[src/rtl/mbox_pkg.sv]
package mbox_pkg;
  // Byte offsets of the register file (word aligned)
  localparam int unsigned OFS_MSG_BASE = 'h10; // four contiguous message words
  localparam int unsigned OFS_IN_DB    = 'h20;
  localparam int unsigned OFS_IN_PEND  = 'h24;
  localparam int unsigned OFS_IN_MASK  = 'h28;
  localparam int unsigned OFS_OUT_DB   = 'h2C;
  localparam int unsigned OFS_OUT_PEND = 'h30;
  localparam int unsigned OFS_OUT_MASK = 'h3C;

  // Message words per direction; inbound words come first
  localparam int unsigned MSG_PER_DIR  = 2;

  // Inbound doorbell event positions
  localparam int unsigned IDB_HANDSHAKE = 0;
  localparam int unsigned IDB_REQ_HEAD  = 1;
  localparam int unsigned IDB_STS_TAIL  = 2;
  localparam int unsigned IDB_HOST_STOP = 3;
  localparam int unsigned IDB_RESET     = 4;
  // Outbound doorbell event positions
  localparam int unsigned ODB_HANDSHAKE = 0;
  localparam int unsigned ODB_REQ_TAIL  = 1;
  localparam int unsigned ODB_STS_HEAD  = 2;
  localparam int unsigned ODB_BUS_CHG   = 3;
  localparam int unsigned ODB_EVENT     = 4;
endpackage

[src/rtl/mbox_doorbell.sv]
module mbox_doorbell #(
  parameter int DB_W = 5
) (
  input  logic            clk_i,
  input  logic            rst_i,
  input  logic [DB_W-1:0] set_i,
  input  logic [DB_W-1:0] clr_i,
  input  logic            mask_we_i,
  input  logic [DB_W-1:0] mask_d_i,
  output logic [DB_W-1:0] db_o,
  output logic [DB_W-1:0] mask_o,
  output logic            irq_o
);
  logic [DB_W-1:0] db_q;
  logic [DB_W-1:0] mask_q;
  logic            irq_q;
  logic [DB_W-1:0] pend;

  assign pend = db_q & ~mask_q;

  always_ff @(posedge clk_i) begin
    if (rst_i) begin
      db_q   <= '0;
      mask_q <= '1;
      irq_q  <= 1'b0;
    end else begin
      db_q  <= (db_q & ~clr_i) | set_i;  // set has priority
      irq_q <= (pend != '0);
      if (mask_we_i) mask_q <= mask_d_i;
    end
  end

  assign db_o   = db_q;
  assign mask_o = mask_q;
  assign irq_o  = irq_q;

  assert_set_lands_R3: assert property (@(posedge clk_i) disable iff (rst_i)
    (set_i != '0) |=> ((db_q & $past(set_i)) == $past(set_i)));
  assert_clear_R4: assert property (@(posedge clk_i) disable iff (rst_i)
    ((clr_i & ~set_i) != '0) |=> ((db_q & $past(clr_i & ~set_i)) == '0));
  assert_irq_rise_R5: assert property (@(posedge clk_i) disable iff (rst_i)
    (pend != '0) |=> irq_o);
  assert_irq_fall_R5: assert property (@(posedge clk_i) disable iff (rst_i)
    (pend == '0) |=> !irq_o);
  assert_mask_hold_R9: assert property (@(posedge clk_i) disable iff (rst_i)
    !mask_we_i |=> $stable(mask_o));
endmodule

[src/rtl/mbox_msgbank.sv]
module mbox_msgbank #(
  parameter int DATA_W  = 32,
  parameter int N_WORDS = 4
) (
  input  logic                           clk_i,
  input  logic                           rst_i,
  input  logic [N_WORDS-1:0]             h_we_i,
  input  logic [N_WORDS-1:0]             c_we_i,
  input  logic [DATA_W-1:0]              h_d_i,
  input  logic [DATA_W-1:0]              c_d_i,
  output logic [N_WORDS-1:0][DATA_W-1:0] q_o
);
  for (genvar k = 0; k < N_WORDS; k++) begin : g_word
    logic [DATA_W-1:0] word_q;
    always_ff @(posedge clk_i) begin
      if (rst_i)          word_q <= '0;
      else if (h_we_i[k]) word_q <= h_d_i;   // host wins a tie
      else if (c_we_i[k]) word_q <= c_d_i;
    end
    assign q_o[k] = word_q;

    assert_host_wins_R7: assert property (@(posedge clk_i) disable iff (rst_i)
      h_we_i[k] |=> (q_o[k] == $past(h_d_i)));
    assert_ctrl_write_R7: assert property (@(posedge clk_i) disable iff (rst_i)
      (!h_we_i[k] && c_we_i[k]) |=> (q_o[k] == $past(c_d_i)));
    assert_idle_hold_R7: assert property (@(posedge clk_i) disable iff (rst_i)
      (!h_we_i[k] && !c_we_i[k]) |=> $stable(q_o[k]));
  end
endmodule

[src/rtl/mbox_rdport.sv]
module mbox_rdport
  import mbox_pkg::*;
#(
  parameter int ADDR_W  = 8,
  parameter int DATA_W  = 32,
  parameter int DB_W    = 5,
  parameter int N_WORDS = 4
) (
  input  logic                           clk_i,
  input  logic                           rst_i,
  input  logic                           en_i,
  input  logic                           we_i,
  input  logic [ADDR_W-1:0]              addr_i,
  input  logic [N_WORDS-1:0][DATA_W-1:0] msg_i,
  input  logic [DB_W-1:0]                in_db_i,
  input  logic [DB_W-1:0]                in_mask_i,
  input  logic [DB_W-1:0]                out_db_i,
  input  logic [DB_W-1:0]                out_mask_i,
  output logic [DATA_W-1:0]              rdata_o
);
  logic [DATA_W-1:0] sel;
  logic              hit;
  logic [DATA_W-1:0] rdata_q;

  always_comb begin
    sel = '0;
    hit = 1'b0;
    for (int k = 0; k < N_WORDS; k++) begin
      if (addr_i == ADDR_W'(OFS_MSG_BASE + 4 * k)) begin
        sel = msg_i[k];
        hit = 1'b1;
      end
    end
    if (addr_i == ADDR_W'(OFS_IN_DB)) begin
      sel = DATA_W'(in_db_i); hit = 1'b1;
    end else if (addr_i == ADDR_W'(OFS_IN_PEND)) begin
      sel = DATA_W'(in_db_i & ~in_mask_i); hit = 1'b1;
    end else if (addr_i == ADDR_W'(OFS_IN_MASK)) begin
      sel = DATA_W'(in_mask_i); hit = 1'b1;
    end else if (addr_i == ADDR_W'(OFS_OUT_DB)) begin
      sel = DATA_W'(out_db_i); hit = 1'b1;
    end else if (addr_i == ADDR_W'(OFS_OUT_PEND)) begin
      sel = DATA_W'(out_db_i & ~out_mask_i); hit = 1'b1;
    end else if (addr_i == ADDR_W'(OFS_OUT_MASK)) begin
      sel = DATA_W'(out_mask_i); hit = 1'b1;
    end
  end

  always_ff @(posedge clk_i) begin
    if (rst_i)              rdata_q <= '0;
    else if (en_i && !we_i) rdata_q <= sel;
  end

  assign rdata_o = rdata_q;

  assert_read_hold_R8: assert property (@(posedge clk_i) disable iff (rst_i)
    !(en_i && !we_i) |=> $stable(rdata_o));
  assert_unmapped_zero_R8: assert property (@(posedge clk_i) disable iff (rst_i)
    (en_i && !we_i && !hit) |=> (rdata_o == '0));
endmodule

[src/rtl/mbox_unit.sv]
module mbox_unit
  import mbox_pkg::*;
#(
  parameter int ADDR_W = 8,
  parameter int DATA_W = 32,
  parameter int DB_W   = 5
) (
  input  logic              clk,
  input  logic              rst,
  input  logic              h_en,
  input  logic              h_we,
  input  logic [ADDR_W-1:0] h_addr,
  input  logic [DATA_W-1:0] h_wdata,
  output logic [DATA_W-1:0] h_rdata,
  input  logic              c_en,
  input  logic              c_we,
  input  logic [ADDR_W-1:0] c_addr,
  input  logic [DATA_W-1:0] c_wdata,
  output logic [DATA_W-1:0] c_rdata,
  output logic              irq_to_ctrl,
  output logic              irq_to_host
);
  localparam int N_WORDS = 2 * MSG_PER_DIR;

  logic h_wr, c_wr;
  assign h_wr = h_en && h_we;
  assign c_wr = c_en && c_we;

  // Message word write decode
  logic [N_WORDS-1:0]             h_msg_we, c_msg_we;
  logic [N_WORDS-1:0][DATA_W-1:0] msg_q;

  for (genvar k = 0; k < N_WORDS; k++) begin : g_dec
    assign h_msg_we[k] = h_wr && (h_addr == ADDR_W'(OFS_MSG_BASE + 4 * k));
    assign c_msg_we[k] = c_wr && (c_addr == ADDR_W'(OFS_MSG_BASE + 4 * k));
  end

  mbox_msgbank #(.DATA_W(DATA_W), .N_WORDS(N_WORDS)) u_msg (
    .clk_i  (clk),
    .rst_i  (rst),
    .h_we_i (h_msg_we),
    .c_we_i (c_msg_we),
    .h_d_i  (h_wdata),
    .c_d_i  (c_wdata),
    .q_o    (msg_q)
  );

  // Inbound doorbell: host sets, controller clears and masks
  logic [DB_W-1:0] in_set, in_clr, in_db, in_mask;
  logic            in_mask_we;
  assign in_set     = (h_wr && h_addr == ADDR_W'(OFS_IN_DB)) ? h_wdata[DB_W-1:0] : '0;
  assign in_clr     = (c_wr && c_addr == ADDR_W'(OFS_IN_DB)) ? c_wdata[DB_W-1:0] : '0;
  assign in_mask_we = c_wr && (c_addr == ADDR_W'(OFS_IN_MASK));

  mbox_doorbell #(.DB_W(DB_W)) u_in_db (
    .clk_i     (clk),
    .rst_i     (rst),
    .set_i     (in_set),
    .clr_i     (in_clr),
    .mask_we_i (in_mask_we),
    .mask_d_i  (c_wdata[DB_W-1:0]),
    .db_o      (in_db),
    .mask_o    (in_mask),
    .irq_o     (irq_to_ctrl)
  );

  // Outbound doorbell: controller sets, host clears and masks
  logic [DB_W-1:0] out_set, out_clr, out_db, out_mask;
  logic            out_mask_we;
  assign out_set     = (c_wr && c_addr == ADDR_W'(OFS_OUT_DB)) ? c_wdata[DB_W-1:0] : '0;
  assign out_clr     = (h_wr && h_addr == ADDR_W'(OFS_OUT_DB)) ? h_wdata[DB_W-1:0] : '0;
  assign out_mask_we = h_wr && (h_addr == ADDR_W'(OFS_OUT_MASK));

  mbox_doorbell #(.DB_W(DB_W)) u_out_db (
    .clk_i     (clk),
    .rst_i     (rst),
    .set_i     (out_set),
    .clr_i     (out_clr),
    .mask_we_i (out_mask_we),
    .mask_d_i  (h_wdata[DB_W-1:0]),
    .db_o      (out_db),
    .mask_o    (out_mask),
    .irq_o     (irq_to_host)
  );

  mbox_rdport #(.ADDR_W(ADDR_W), .DATA_W(DATA_W), .DB_W(DB_W), .N_WORDS(N_WORDS)) u_h_rd (
    .clk_i      (clk),
    .rst_i      (rst),
    .en_i       (h_en),
    .we_i       (h_we),
    .addr_i     (h_addr),
    .msg_i      (msg_q),
    .in_db_i    (in_db),
    .in_mask_i  (in_mask),
    .out_db_i   (out_db),
    .out_mask_i (out_mask),
    .rdata_o    (h_rdata)
  );

  mbox_rdport #(.ADDR_W(ADDR_W), .DATA_W(DATA_W), .DB_W(DB_W), .N_WORDS(N_WORDS)) u_c_rd (
    .clk_i      (clk),
    .rst_i      (rst),
    .en_i       (c_en),
    .we_i       (c_we),
    .addr_i     (c_addr),
    .msg_i      (msg_q),
    .in_db_i    (in_db),
    .in_mask_i  (in_mask),
    .out_db_i   (out_db),
    .out_mask_i (out_mask),
    .rdata_o    (c_rdata)
  );

  assert_in_mask_owner_R9: assert property (@(posedge clk) disable iff (rst)
    !(c_wr && c_addr == ADDR_W'(OFS_IN_MASK)) |=> $stable(in_mask));
  assert_out_mask_owner_R9: assert property (@(posedge clk) disable iff (rst)
    !(h_wr && h_addr == ADDR_W'(OFS_OUT_MASK)) |=> $stable(out_mask));
  assert_host_db_upper_R8: assert property (@(posedge clk) disable iff (rst)
    (h_en && !h_we && (h_addr == ADDR_W'(OFS_OUT_DB) || h_addr == ADDR_W'(OFS_IN_DB)))
      |=> (h_rdata[DATA_W-1:DB_W] == '0));
endmodule

[config.mk]
export PLATFORM = sky130hd
export DESIGN_NAME = mbox_unit
export DESIGN_NICKNAME = d
export VERILOG_FILES = /design/src/rtl/mbox_pkg.sv /design/src/rtl/mbox_doorbell.sv /design/src/rtl/mbox_msgbank.sv /design/src/rtl/mbox_rdport.sv /design/src/rtl/mbox_unit.sv
export SDC_FILE = /design/constraint.sdc
export NUM_CORES = 1
export LEC_CHECK = 0
export ABC_CLOCK_PERIOD_IN_PS = 2480
export BUFFER_PORTS_ARGS = -buffer_cell sky130_fd_sc_hd__clkbuf_2
export CORE_AREA = 2 2 121 181
export CTS_BUF_LIST = sky130_fd_sc_hd__clkbuf_2
export CTS_CLUSTER_SIZE = 8
export DETAILED_ROUTE_END_ITERATION = 6
export DIE_AREA = 0 0 123 183
export PLACE_DENSITY = 0.81
export RECOVER_POWER = 25
export SYNTH_ARGS = -nofsm -noshare
export SYNTH_HDL_FRONTEND = slang
export SYNTH_HIERARCHICAL = 1
export SYNTH_SLANG_ARGS = --single-unit
[constraint.sdc]
create_clock -name clk -period 2.48 [get_ports clk]
set_input_delay 0.248 -clock clk [delete_from_list [all_inputs] [get_ports clk]]
set_output_delay 0.248 -clock clk [all_outputs]
set_load 0.02 [all_outputs]
### Word-level counts from Yosys, hierarchy flattened

Index checks and enable logic that the tools add are counted.

| word-level totals | value |
|---|---|
| word-level logic and storage cells | 104 |
| output and inout port bits | 66 |
| flip-flop bits (word level) | 214 |

| cells by class | value |
|---|---|
| bitwise operators | 14 |
| mux-type cells | 32 |
| reduce and logical (&&, ||, !) cells | 26 |
| equal/unequal tests | 20 |

Operator list:

| kind | number |
|---|---|
| $mux 32 | 28 |
| $eq 8x6->1 const B | 12 |
| $and 5x32->32 | 2 |
| $eq 8x5->1 const B | 8 |
| $not 5->32 | 2 |
| $and 5x5->5 | 4 |
| $mux 5 | 4 |
| $not 5->5 | 4 |
| $logic_and 1x1->1 | 18 |
| $or 5x5->5 | 2 |
| $reduce_bool 5->1 | 2 |
| $reduce_bool 2->1 | 4 |
| $logic_not 1->1 | 2 |

### Longest topological paths before layout

Gate-level depths: netlist of the first run.

| logic depth | value |
|---|---|
| depth after elaboration | 11 |
| gate-level depth with buffers | 8 |
| gate-level depth less buffers | 5 |

### Cells and area by module

Netlist of the first run, hierarchy kept.

Modules (own cells, without submodules):

| module | area each (um^2) | seq. area each (um^2) | instances | cells each |
|---|---|---|---|---|
| mbox_msgbank | 6052.1 | 2562.5 | 1 | 570 |
| mbox_rdport | 2514.9 | 640.6 | 2 | 334 |
| mbox_doorbell | 392.9 | 220.2 | 2 | 45 |
| mbox_unit | 513.0 | 0.0 | 1 | 62 |

### Worst setup path before layout of the first run

OpenSTA, ideal clock, no wires.

| timing | value |
|---|---|
| path kind | input-to-reg |
| from | in h_addr[1] |
| to | reg u_msg.g_word[1].word_q[10] |
| path buffers | 1 |
| data required time | 2.394 ns |
| slack | 0.576 ns |
| arrival time | 1.819 ns |
| cell stages on the path | 5 |
| cell sequence | or4b_1 -> nor4_1 -> inv_1 -> clkbuf_1 -> a211oi_1 |

| between the ends | value |
|---|---|
| longest elaborated chain between the ends | 3 |
| elaborated cells between the ends (all ways) | 4 |

Ends and longest elaborated chain:

| item | line | text |
|---|---|---|
| start: declaration | mbox_unit.sv:12 | `input logic [ADDR_W-1:0] h_addr,` |
| $eq 8x5->1 * | mbox_unit.sv:34 | `assign h_msg_we[k] = h_wr && (h_addr == ADDR_W'(OFS_MSG_BASE + 4 * k));` |
| $logic_and 1x1->1 * | mbox_unit.sv:34 |  |
| named net h_msg_we[1] | mbox_unit.sv:30 | `logic [N_WORDS-1:0] h_msg_we, c_msg_we;` |
| $mux 32 / $reduce_bool 2->1 (equally long branches) | -- |  |
| end signal: assignment | mbox_msgbank.sv:17 | `else if (h_we_i[k]) word_q <= h_d_i;` |
| end signal: assignment | mbox_msgbank.sv:18 | `else if (c_we_i[k]) word_q <= c_d_i;` |
| end: declaration | mbox_msgbank.sv:14 | `logic [DATA_W-1:0] word_q;` |

Mark *: on every way through the listed nets, which the timed path passes. The rest lies on a longest branch.
A chain may end at the register's enable or synchronous reset.

### Final worst setup path of the first run

| timing | value |
|---|---|
| from | in c_addr[0] |
| to | reg u_msg.g_word[0].word_q[21] |

| between the ends | value |
|---|---|
| longest elaborated chain between the ends | 3 |

Ends and longest elaborated chain:

| item | line | text |
|---|---|---|
| start: declaration | mbox_unit.sv:17 | `input logic [ADDR_W-1:0] c_addr,` |
| $eq 8x5->1 | mbox_unit.sv:35 | `assign c_msg_we[k] = c_wr && (c_addr == ADDR_W'(OFS_MSG_BASE + 4 * k));` |
| $logic_and 1x1->1 | mbox_unit.sv:35 |  |
| named net c_msg_we[0] | mbox_unit.sv:30 |  |
| $reduce_bool 2->1 (no line) | -- |  |
| end signal: assignment | mbox_msgbank.sv:17 |  |
| end signal: assignment | mbox_msgbank.sv:18 |  |
| end: declaration | mbox_msgbank.sv:14 |  |

The timed path passes the listed nets, and every way through them passes these cells.

==> metrics.txt, run 1 <==
critical path required time 3.25 ns; htree depth 2; main flop type after synthesis dfxtp_1; min-delay worst type in2reg; DIE WIDTH 123 um; clock power share 0.351; flops & latches, synth 214; Final Hold Viols 0; Flop pwr share 0.525; Initial DRT Pass Iterations 6; commonest cells after routing, fill and taps aside dfxtp_1, clkbuf_2, nor2b_1; Synth area leaders dfxtp_1, mux2i_1, a211oi_1; # fillers 1644; Gate Count Post-Synth 1390; Placer Congestion 0.970; Post-Syn Nets 1476; Starting Density 0.590; Finish-stage setup viols 0; die area 22500 um^2; Setup Skew 0.0461 ns; crit path kind in2reg; Netlist cell types 54; CTS tree done; Net Sw Frac 0.309; most common library cell in the layout ignoring fill and taps dfxtp_1; worst slack at placement 0.273 ns; Fin Hold WS 0.0532 ns; Overall Power 6.59 mW; Yosys top cell by area dfxtp_1; Post-DRT Antenna Nets 0; Slew headroom 0.102; drt via density 6.60; worst-margin pin slew 1.35 ns; row count 65; die height 183 um; # IOs 152; PwrDens 446 nW/um^2; clock sink count 214; sequential share of the synthesized area 0.346; largest net degree at the start of global routing 63; initial antenna violation count 1; outcome complete, no violations; unrepaired setup endpoints after global routing false; Slew Limit Fails 0; All-Layer GR Usage 0.386; first-pass GRT wire length 67900 um; combinational power share 0.124; YS warnings 6; via count 12900; synthesis-to-finish area growth 19.3%; routed len/inst 22.9 um; share of layout cells above drive strength 1 0.193; Remaining DRCs 0; Post-synth EDFFs 0; global route overflow 0; CTS buffer count 50; Fin Setup TNS 0 ns; port bufs 151; internal power 4.56 mW; sw power 2.04 mW; Core ar. 21000 um^2; Critical Path Sink Type flop; Clock Latency Late Sink 0.85 ns; FMAX 412 MHz; Tcrit/Tclk final 0.978; maximum vdd drop 410 uV; syn avg cell area 8.91 um^2; nets 1727; Synth top area share 0.346; post-synthesis async set-or-reset flop share 0; CP arrival 3.19 ns; Root Driver clkbuf_2; drt initial violations 1423; area of the mapped netlist 12400 um^2; DP Wirelength 27200 um; Tmin final 2.43 ns; startpoint type of the worst setup path primary input; LEAKAGE 5.03 nW; final wirelength 44700 um; clock-pin slew on the worst setup and hold paths 0.11 ns; CP max FO 10; final setup margin 0.0549 ns; max-cap viol count 0; number of global-route vias before repair 12900; maximum clock insertion buffer count 3
-- critical path, cell delays in order --
cell           delay [ns]
dlygate4sd3_1        0.57
clkbuf_2             0.21
or4_4                0.63
nor3_4               0.26
buf_4                0.29
mux2i_1              0.11
a211oi_1             0.27
dlygate4sd3_1        0.60
-- sequential cells by signal (all words and copies together) (netlist names) --
signal               cells
u_out_db/mask_o          5
u_in_db/db_o             5
u_out_db/irq_o           1
u_c_rd/rdata_o          32
u_h_rd/rdata_o          32
u_in_db/mask_o           5
u_msg/g_word.word_q    128
u_in_db/irq_o            1
u_out_db/db_o            5
-- path summary, 6_finish.rpt --
kind / startpoint / depth (start not counted) / to / slack, ns
worst max-delay path: c_addr[0] / 8 / u_msg/g_word[0].word_q[21] / 0.05
worst min-delay path: c_addr[3] / 4 / u_c_rd/rdata_o[4] / 0.05
worst max register to register: u_msg/g_word[0].word_q[4] / 6 / u_c_rd/rdata_o[4] / 0.45
worst min register to register: u_h_rd/rdata_o[10] / 2 / u_h_rd/rdata_o[10] / 0.46
-- synthesized netlist by cell type (11+ instances only) --
library cell and instances:
nand2_1 129, nor4_2 11, a31oi_1 16, o22ai_2 40, clkbuf_1 47, nand2b_1 20
nor2b_1 138, mux2i_1 136, a211oi_1 134, inv_1 39, nor4_1 13, a21oi_1 46
buf_12 12, dfxtp_1 214, a22oi_1 46, buf_2 40, o21ai_0 34, o22ai_1 16
nor2_1 42, buf_4 12, o21ai_1 82
-- metrics by stage --
stage	cells	util	cell area [um^2]
3_5_place_dp	1741	0.631	13300
4_1_cts	1946	0.707	14800
3_3_place_gp	1741	0.631	13300
2_1_floorplan	1390	-	12400
5_1_grt	1949	0.704	14800
6_report	1949	0.704	14800
-- cells by family (layout without fill, tap and decap cells) --
logic type / after synthesis / in the layout / synth area share
buf+inv: 164 / 454 / 0.0792
flops: 214 / 214 / 0.346
other cells: 0 / 1 / 0
compound gates: 458 / 458 / 0.261
mux: 146 / 146 / 0.126
simple gates: 408 / 408 / 0.188
-- final cells by class --
class,instances,area [um^2],area share
Multi-Input combinational cell,1012,7150,0.484
Clock buffer,73,365,0.0247
Antenna cell,1,2.50,0.000169
Timing Repair Buffer,324,2400,0.163
Tap cell,268,335,0.0227
Sequential cell,214,4280,0.290
Clock inverter,18,78.8,0.00534
Inverter,39,146,0.00991
-- what timing repair did --
item,CTS,global route
setup buffers,0,2
setup endpoints to repair,0,9
hold endpoints to repair,162,0
hold buffers,114,0
gates resized for setup,0,4
-- power by group through the flow --
stage          Sequential [mW]  Clock [mW]  Combinational, mW
6_report                  3.46        2.32              0.817
5_1_grt                   3.46        2.47              0.850
4_1_cts                   3.46        2.31              0.787
3_5_place_dp              3.54           0              0.681
3_3_place_gp              3.54           0              0.676
2_1_floorplan             3.55           0              0.363
-- metal layers --
layer | GRT usage | up-vias | part of all wire
li1 | - | 5628 | -
met1 | 0.450 | 5921 | 0.35
met2 | 0.627 | 1008 | 0.47
met3 | 0.0734 | 310 | 0.10
met4 | 0.273 | 0 | 0.073
met5 | 0 | - | 0
No activity file was read; power rests on OpenSTA's default activity.
==> inputs of run 2 (changes only) <==
GPL_TIMING_DRIVEN = 0   (was unset)
==> run 2 against run 1 <==
  * Combinational power is 4.0% higher
  * Setup slack worse by 0.016 ns
  * Sequential share of layout area is 0.45 points lower
  * Register-to-register slack worse by 0.25 ns
  * Critical path depth is 2 higher
  * Non-clock buffer count is 62 higher
  * Clock power is 4% higher
  * Die area stayed put
  * First-iteration DRC count is 16% higher
  * Total power is 2.0% higher
  * Clock-buffer cell count is 2 higher
  * Critical endpoint is now u_msg/g_word[0].word_q[27]
==> metrics.txt, run 2 (synthesis gave the netlist of run 1 again) <==
initial antenna violation count 2 (was 1); commonest cells after routing, fill and taps aside dfxtp_1, clkbuf_2, nor2b_1 (unchanged); LEAKAGE 5.07 nW (was 5.03 nW); Overall Power 6.73 mW (was 6.59 mW); Final Hold Viols 0 (unchanged); fin cells 2013 (was 1949); most common library cell in the layout ignoring fill and taps dfxtp_1 (unchanged); Clock Latency Late Sink 0.86 ns (was 0.85 ns); global route overflow 0 (unchanged); Initial DRT Pass Iterations 6 (unchanged); port bufs 151 (unchanged); via count 13200 (was 12900); DP Wirelength 32100 um (was 27200 um); clock-pin slew on the worst setup and hold paths 0.12 ns (was 0.11 ns); share of layout cells above drive strength 1 0.189 (was 0.193); critical path required time 3.19 ns (was 3.25 ns); clock sink count 214 (unchanged); DIE WIDTH 123 um (unchanged); first-pass GRT wire length 72600 um (was 67900 um); drt via density 6.55 (was 6.60); postcts setup bufs 0 (unchanged); Placer Congestion 1.01 (was 0.970); Setup Skew 0.0526 ns (was 0.0461 ns); synthesis-to-finish area growth 21.2% (was 19.3%); # fillers 1717 (was 1644); Post-DRT Antenna Nets 0 (unchanged); nets 1789 (was 1727); drt initial violations 1644 (was 1423); CTS tree done (unchanged); worst-margin pin slew 1.22 ns (was 1.35 ns); FMAX 410 MHz (was 412 MHz); Fin Setup TNS 0 ns (unchanged); CP arrival 3.15 ns (was 3.19 ns); die area 22500 um^2 (unchanged); PwrDens 448 nW/um^2 (was 446 nW/um^2); final instance area 15000 um^2 (was 14800 um^2); # placed instances 1809 (was 1741); placed instance area 13500 um^2 (was 13300 um^2); row count 65 (unchanged); Finish-stage setup viols 0 (unchanged); max reg flops 128 (unchanged); maximum vdd drop 338 uV (was 410 uV); Core ar. 21000 um^2 (unchanged); Remaining DRCs 0 (unchanged); final wirelength 48100 um (was 44700 um); htree depth 2 (unchanged); CTS buffer count 50 (unchanged); min-delay worst type in2reg (unchanged); CP max FO 10 (unchanged); startpoint type of the worst setup path primary input (unchanged); die height 183 um (unchanged); # IOs 152 (unchanged); largest net degree at the start of global routing 19 (was 63); Critical Path Sink Type flop (unchanged); crit path kind in2reg (unchanged); routed len/inst 23.9 um (was 22.9 um); All-Layer GR Usage 0.423 (was 0.386); Root Driver clkbuf_2 (unchanged); Starting Density 0.590 (unchanged); max-cap viol count 0 (unchanged); Slew headroom 0.177 (was 0.102); Final Core Density 0.715 (was 0.704); most flop-heavy register u_msg/g_word.word_q (unchanged); maximum clock insertion buffer count 3 (unchanged); Tcrit/Tclk final 0.984 (was 0.978); outcome complete, no violations (unchanged); Slew Limit Fails 0 (unchanged); unrepaired setup endpoints after global routing false (unchanged); Tmin final 2.44 ns (was 2.43 ns); number of global-route vias before repair 13300 (was 12900)
-- run 2: changes by cell type in the layout (fill, tap and decap cells not counted), sizes merged --
| cell | change |
|---|---|
| bufinv | +1 |
| clkbuf | +50 |
| dlygate4sd3 | -4 |
| buf | +18 |
| clkinv | -2 |
| diode | +1 |
-- run 2: worst max-delay path, cell delays in order --
cell	delay (ns)
dlygate4sd3_1	0.54
clkbuf_1	0.19
or4_4	0.57
buf_6	0.15
nor3_2	0.20
buf_6	0.19
buf_12	0.17
mux2i_1	0.19
a211oi_1	0.09
dlygate4sd3_1	0.61
-- run 2: metrics by stage --
stage                     worst slack, ns  hold WS [ns]
after floorplan                     0.576         0.317
after global placement             -0.631         0.438
after detailed placement           -0.491         0.444
after CTS                          0.0519       0.00211
after global routing               0.0170        0.0263
final                              0.0387        0.0440
-- run 2: cell type report --
| type | count | area (um^2) | area share |
|---|---|---|---|
| antenna | 2 | 5.00 | 0.000334 |
| buffer | 125 | 830 | 0.0553 |
| clock buffer | 75 | 375 | 0.0250 |
| clock inverter | 17 | 98.8 | 0.00659 |
| inverter | 39 | 146 | 0.00976 |
| multi-input combinational | 1012 | 7130 | 0.475 |
| sequential | 214 | 4280 | 0.286 |
| tap | 268 | 335 | 0.0223 |
| timing repair buffer | 261 | 1800 | 0.120 |
-- run 2: worst paths after layout --
check / cells past startpoint / slack (ns) / from / end
hold reg to reg: 2 / 0.46 / u_h_rd/rdata_o[19] / u_h_rd/rdata_o[19]
setup reg to reg: 6 / 0.20 / u_msg/g_word[0].word_q[4] / u_c_rd/rdata_o[4]
hold / removal: 4 / 0.04 / h_addr[2] / u_msg/g_word[2].word_q[0]
setup / recovery: 10 / 0.04 / c_addr[1] / u_msg/g_word[0].word_q[27]
-- run 2: routing by layer --
metal / part of all wire / vias to the layer above / wire length (um) / global-route usage
met1: 0.35 / 6072 / 16800 / 0.471
met4: 0.095 / 0 / 4570 / 0.349
li1: - / 5774 / - / -
met2: 0.46 / 1007 / 22100 / 0.678
met5: 0 / - / 0 / 0
met3: 0.098 / 340 / 4710 / 0.0948
-- run 2: where the power goes --
group          internal (mW)  switching (mW)  leakage [nW]
Clock                  0.919            1.50         0.352
Sequential              3.45         0.00940          1.73
Combinational          0.310           0.540          2.99
-- run 2: repair_timing --
| item | 4_1_cts | 5_1_grt |
|---|---|---|
| endpoints found under the setup margin | 0 | 10 |
| hold buffers | 110 | 0 |
| endpoints found under the hold margin | 161 | 0 |
| gates resized for setup | 0 | 4 |
==> inputs of run 3 (changes only) <==
ABC_CLOCK_PERIOD_IN_PS = 3100   (was 2480)
CORE_AREA = 2 2 115 172   (was 2 2 121 181)
DIE_AREA = 0 0 117 174   (was 0 0 123 183)
SETUP_SLACK_MARGIN = 0.05   (was unset)
SYNTH_HIERARCHICAL = unset   (was 1)
clock period = 3.1 ns   (was 2.48 ns; I/O delays follow)
==> run 3 against run 2 <==
  * The run now ends with DRC, hold timing, capacitance limit, slew limit left
  * Synthesized cell count decreased by 7.3%
  * Largest power group unchanged
  * Setup slack gained 0.32 ns
  * Clock skew increased by 0.012 ns
  * Highest routed layer is now met5
  * Critical path depth unchanged
  * Combinational power down 39%
  * Sequential power decreased by 20%
  * Final area shrank 9.9%
  * Critical path type unchanged
==> metrics.txt, run 3 <==
Starting Density 0.586 (was 0.590); maximum clock insertion buffer count 3 (unchanged); critical path required time 3.88 ns (was 3.19 ns); Fin Setup TNS 0 ns (unchanged); final wirelength 46100 um (was 48100 um); number of global-route vias before repair 13000 (was 13300); Net Sw Frac 0.301 (was 0.305); die area 20400 um^2 (was 22500 um^2); internal power 3.64 mW (was 4.68 mW); Overall Power 5.21 mW (was 6.73 mW); most numerous cell in the Yosys netlist nor2_1 (was dfxtp_1); largest net degree at the start of global routing 14 (was 19); Final Hold Viols 2 (was 0); clock sink count 214 (unchanged); postcts setup bufs 0 (unchanged); combinational power share 0.100 (was 0.126); Adder-Cell Fraction of Synth Area 0 (unchanged); Flop pwr share 0.530 (was 0.514); CP max FO 10 (unchanged); min-delay worst type in2reg (unchanged); WP buf/inv 5 (was 6); YS warnings 0 (was 6); die height 174 um (was 183 um); largest family of logic cells by synthesized area compound AO/OA/AOI/OAI gates (unchanged); Netlist cell types 61 (was 54); syn avg cell area 8.63 um^2 (was 8.91 um^2); failing checks DRC, hold timing, capacitance limit, slew limit; share of layout cells above drive strength 1 0.142 (was 0.189); Compound-Gate Fraction of Synth Area 0.245 (was 0.261); post-synthesis async set-or-reset flop share 0 (unchanged); Post-Syn Nets 1375 (was 1476); post-synthesis mux area share 0.147 (was 0.126); sequential share of the synthesized area 0.385 (was 0.346); # IOs 152 (unchanged); Placer Congestion 1.05 (was 1.01); DP Wirelength 30500 um (was 32100 um); CP arrival 3.52 ns (was 3.15 ns); clock-pin slew on the worst setup and hold paths 0.11 ns (was 0.12 ns); Finish-stage setup viols 0 (unchanged); Synth top area share 0.385 (was 0.346); Initial DRT Pass Iterations 7 (was 6); Synth Area in XOR/XNOR 0 (unchanged); first-pass GRT wire length 69700 um (was 72600 um); outcome finished, violations left (was complete, no violations); clock power share 0.370 (was 0.359); most flop-heavy register u_msg.g_word.word_q (was u_msg/g_word.word_q); All-Layer GR Usage 0.446 (was 0.423); simple-gate share of the synthesized area 0.173 (was 0.188); max reg flops 128 (unchanged); Yosys top cell by area dfxtp_1 (unchanged); crit-path most repeated cell clkbuf_1; routed len/inst 24.5 um (was 23.9 um); CTS tree done (unchanged); startpoint type of the worst setup path primary input (unchanged); htree depth 2 (unchanged); Post-synth top cells nor2_1, dfxtp_1, a211oi_1, mux2i_1, nand2_1 (was dfxtp_1, nor2b_1, mux2i_1, a211oi_1, nand2_1); Root Driver clkbuf_2 (unchanged); Tmin final 2.74 ns; Critical Path Sink Type flop (unchanged); drt via density 6.90 (was 6.55); Post-synth EDFFs 0 (unchanged); commonest cells after routing, fill and taps aside nor2_1, dfxtp_1, clkbuf_2 (was dfxtp_1, clkbuf_2, nor2b_1); Synth area leaders dfxtp_1, mux2i_1, nor2_1 (was dfxtp_1, mux2i_1, a211oi_1); sw power 1.57 mW (was 2.05 mW); DIE WIDTH 117 um (was 123 um); Setup Skew 0.0643 ns (was 0.0526 ns); port bufs 145 (was 151); Tcrit/Tclk final 0.884; Slowest cell on crit path dlygate4sd3_1 (unchanged); worst-path cell chain dlygate4sd3_1 > clkbuf_1 > nor2_1 > nor4bb_1 > clkbuf_1 > nand2_1 > clkbuf_1 > nor2_1 > a311oi_1 > dlygate4sd3_1 (was dlygate4sd3_1 > clkbuf_1 > or4_4 > buf_6 > nor3_2 > buf_6 > buf_12 > mux2i_1 > a211oi_1 > dlygate4sd3_1); crit path kind in2reg (unchanged); initial antenna violation count 1 (was 2); Gate Count Post-Synth 1289 (was 1390); area of the mapped netlist 11100 um^2 (was 12400 um^2); Slew headroom -0.118 (was 0.177); Largest stage delay, worst path 0.59 ns (was 0.61 ns); CP delay by family, top buffers and inverters (unchanged); drt initial violations 2008 (was 1644); main flop type after synthesis dfxtp_1 (unchanged); Slew Limit Fails 11 (was 0); unrepaired setup endpoints after global routing false (unchanged); Post-DRT Antenna Nets 0 (unchanged); PwrDens 386 nW/um^2 (was 448 nW/um^2); Clock Latency Late Sink 0.94 ns (was 0.86 ns); flops & latches, synth 214 (unchanged); global route overflow 0 (unchanged); most common library cell in the layout ignoring fill and taps nor2_1 (was dfxtp_1); cells resized by post-CTS repair 0 (unchanged); CTS buffer count 50 (unchanged); worst-margin pin slew 1.66 ns (was 1.22 ns); maximum vdd drop 255 uV (was 338 uV); max-cap viol count 1 (was 0); nets 1670 (was 1789); via count 13000 (was 13200); synthesis-to-finish area growth 21.5% (was 21.2%); Fin Hold WS -0.0302 ns (was 0.0440 ns); row count 62 (was 65); Core ar. 19000 um^2 (was 21000 um^2); Remaining DRCs 1 (was 0); FMAX 365 MHz; LEAKAGE 5.48 nW (was 5.07 nW)
-- run 3: kinds of logic after synthesis --
group / Yosys count
AOI/OAI and AO/OA: 391
buffers and inverters: 131
DFF: 214
muxes: 130
and+or+nand+nor: 423
-- run 3: path summary, 6_finish.rpt --
check	end	slack (ns)	depth (start not counted)	start
worst min register to register	u_c_rd.rdata_o[4]	0.48	1	u_c_rd.rdata_o[4]
worst max register to register	u_h_rd.rdata_o[3]	1.14	5	u_out_db.db_o[3]
worst max-delay path	u_msg.g_word[0].word_q[18]	0.36	10	h_addr[6]
worst min-delay path	u_h_rd.rdata_o[3]	-0.03	6	h_addr[7]
-- run 3: per-stage QoR --
stage / hold slack (ns) / setup WS [ns] / instance area, um^2 / std cells / utilization
finish: -0.0302 / 0.358 / 13500 / 1878 / 0.711
global route: 0.00373 / 0.243 / 13500 / 1878 / 0.711
CTS: 0.0226 / 0.500 / 13600 / 1877 / 0.716
detailed placement: 0.457 / 0.424 / 12200 / 1690 / 0.641
global placement: 0.454 / 0.428 / 12200 / 1690 / 0.641
floorplan: 0.428 / 1.16 / 11100 / 1289 / -
-- run 3: worst reg2reg max path: cells and delay by family, from the launching register on --
kind	cells	cell delay (ns)
compound gates	3	0.53
simple gates	2	0.83
flops	1	0.54
-- run 3: metal layers --
layer / routed length [um] / part of all wire / track usage / vias up
met4: 4940 / 0.11 / 0.399 / 2
met1: 14600 / 0.32 / 0.483 / 5931
met2: 21000 / 0.46 / 0.695 / 1204
met3: 5480 / 0.12 / 0.121 / 411
met5: 46 / 0.0010 / 0.0179 / -
li1: - / - / - / 5417
-- run 3: layout make-up --
| cell class | instances | area, um^2 |
|---|---|---|
| buffer | 119 | 509 |
| clock buffer | 72 | 360 |
| fill | 1527 | 5490 |
| sequential | 214 | 4280 |
| clock inverter | 17 | 98.8 |
| tap | 256 | 320 |
| antenna | 1 | 2.50 |
| multi-input combinational | 944 | 6260 |
| inverter | 12 | 45.0 |
| timing repair buffer | 243 | 1640 |
-- run 3: power groups by stage --
stage               registers, mW  logic, mW  clock network [mW]
global route                 2.76      0.539                2.05
floorplan                    2.83      0.203                   0
CTS                          2.76      0.497                1.89
detailed placement           2.82      0.425                   0
global placement             2.82      0.422                   0
finish                       2.76      0.522                1.93
-- run 3: timing repair --
action	4_1_cts	5_1_grt
setup endpoints to repair	0	0
endpoints found under the hold margin	152	0
hold buffers	98	0
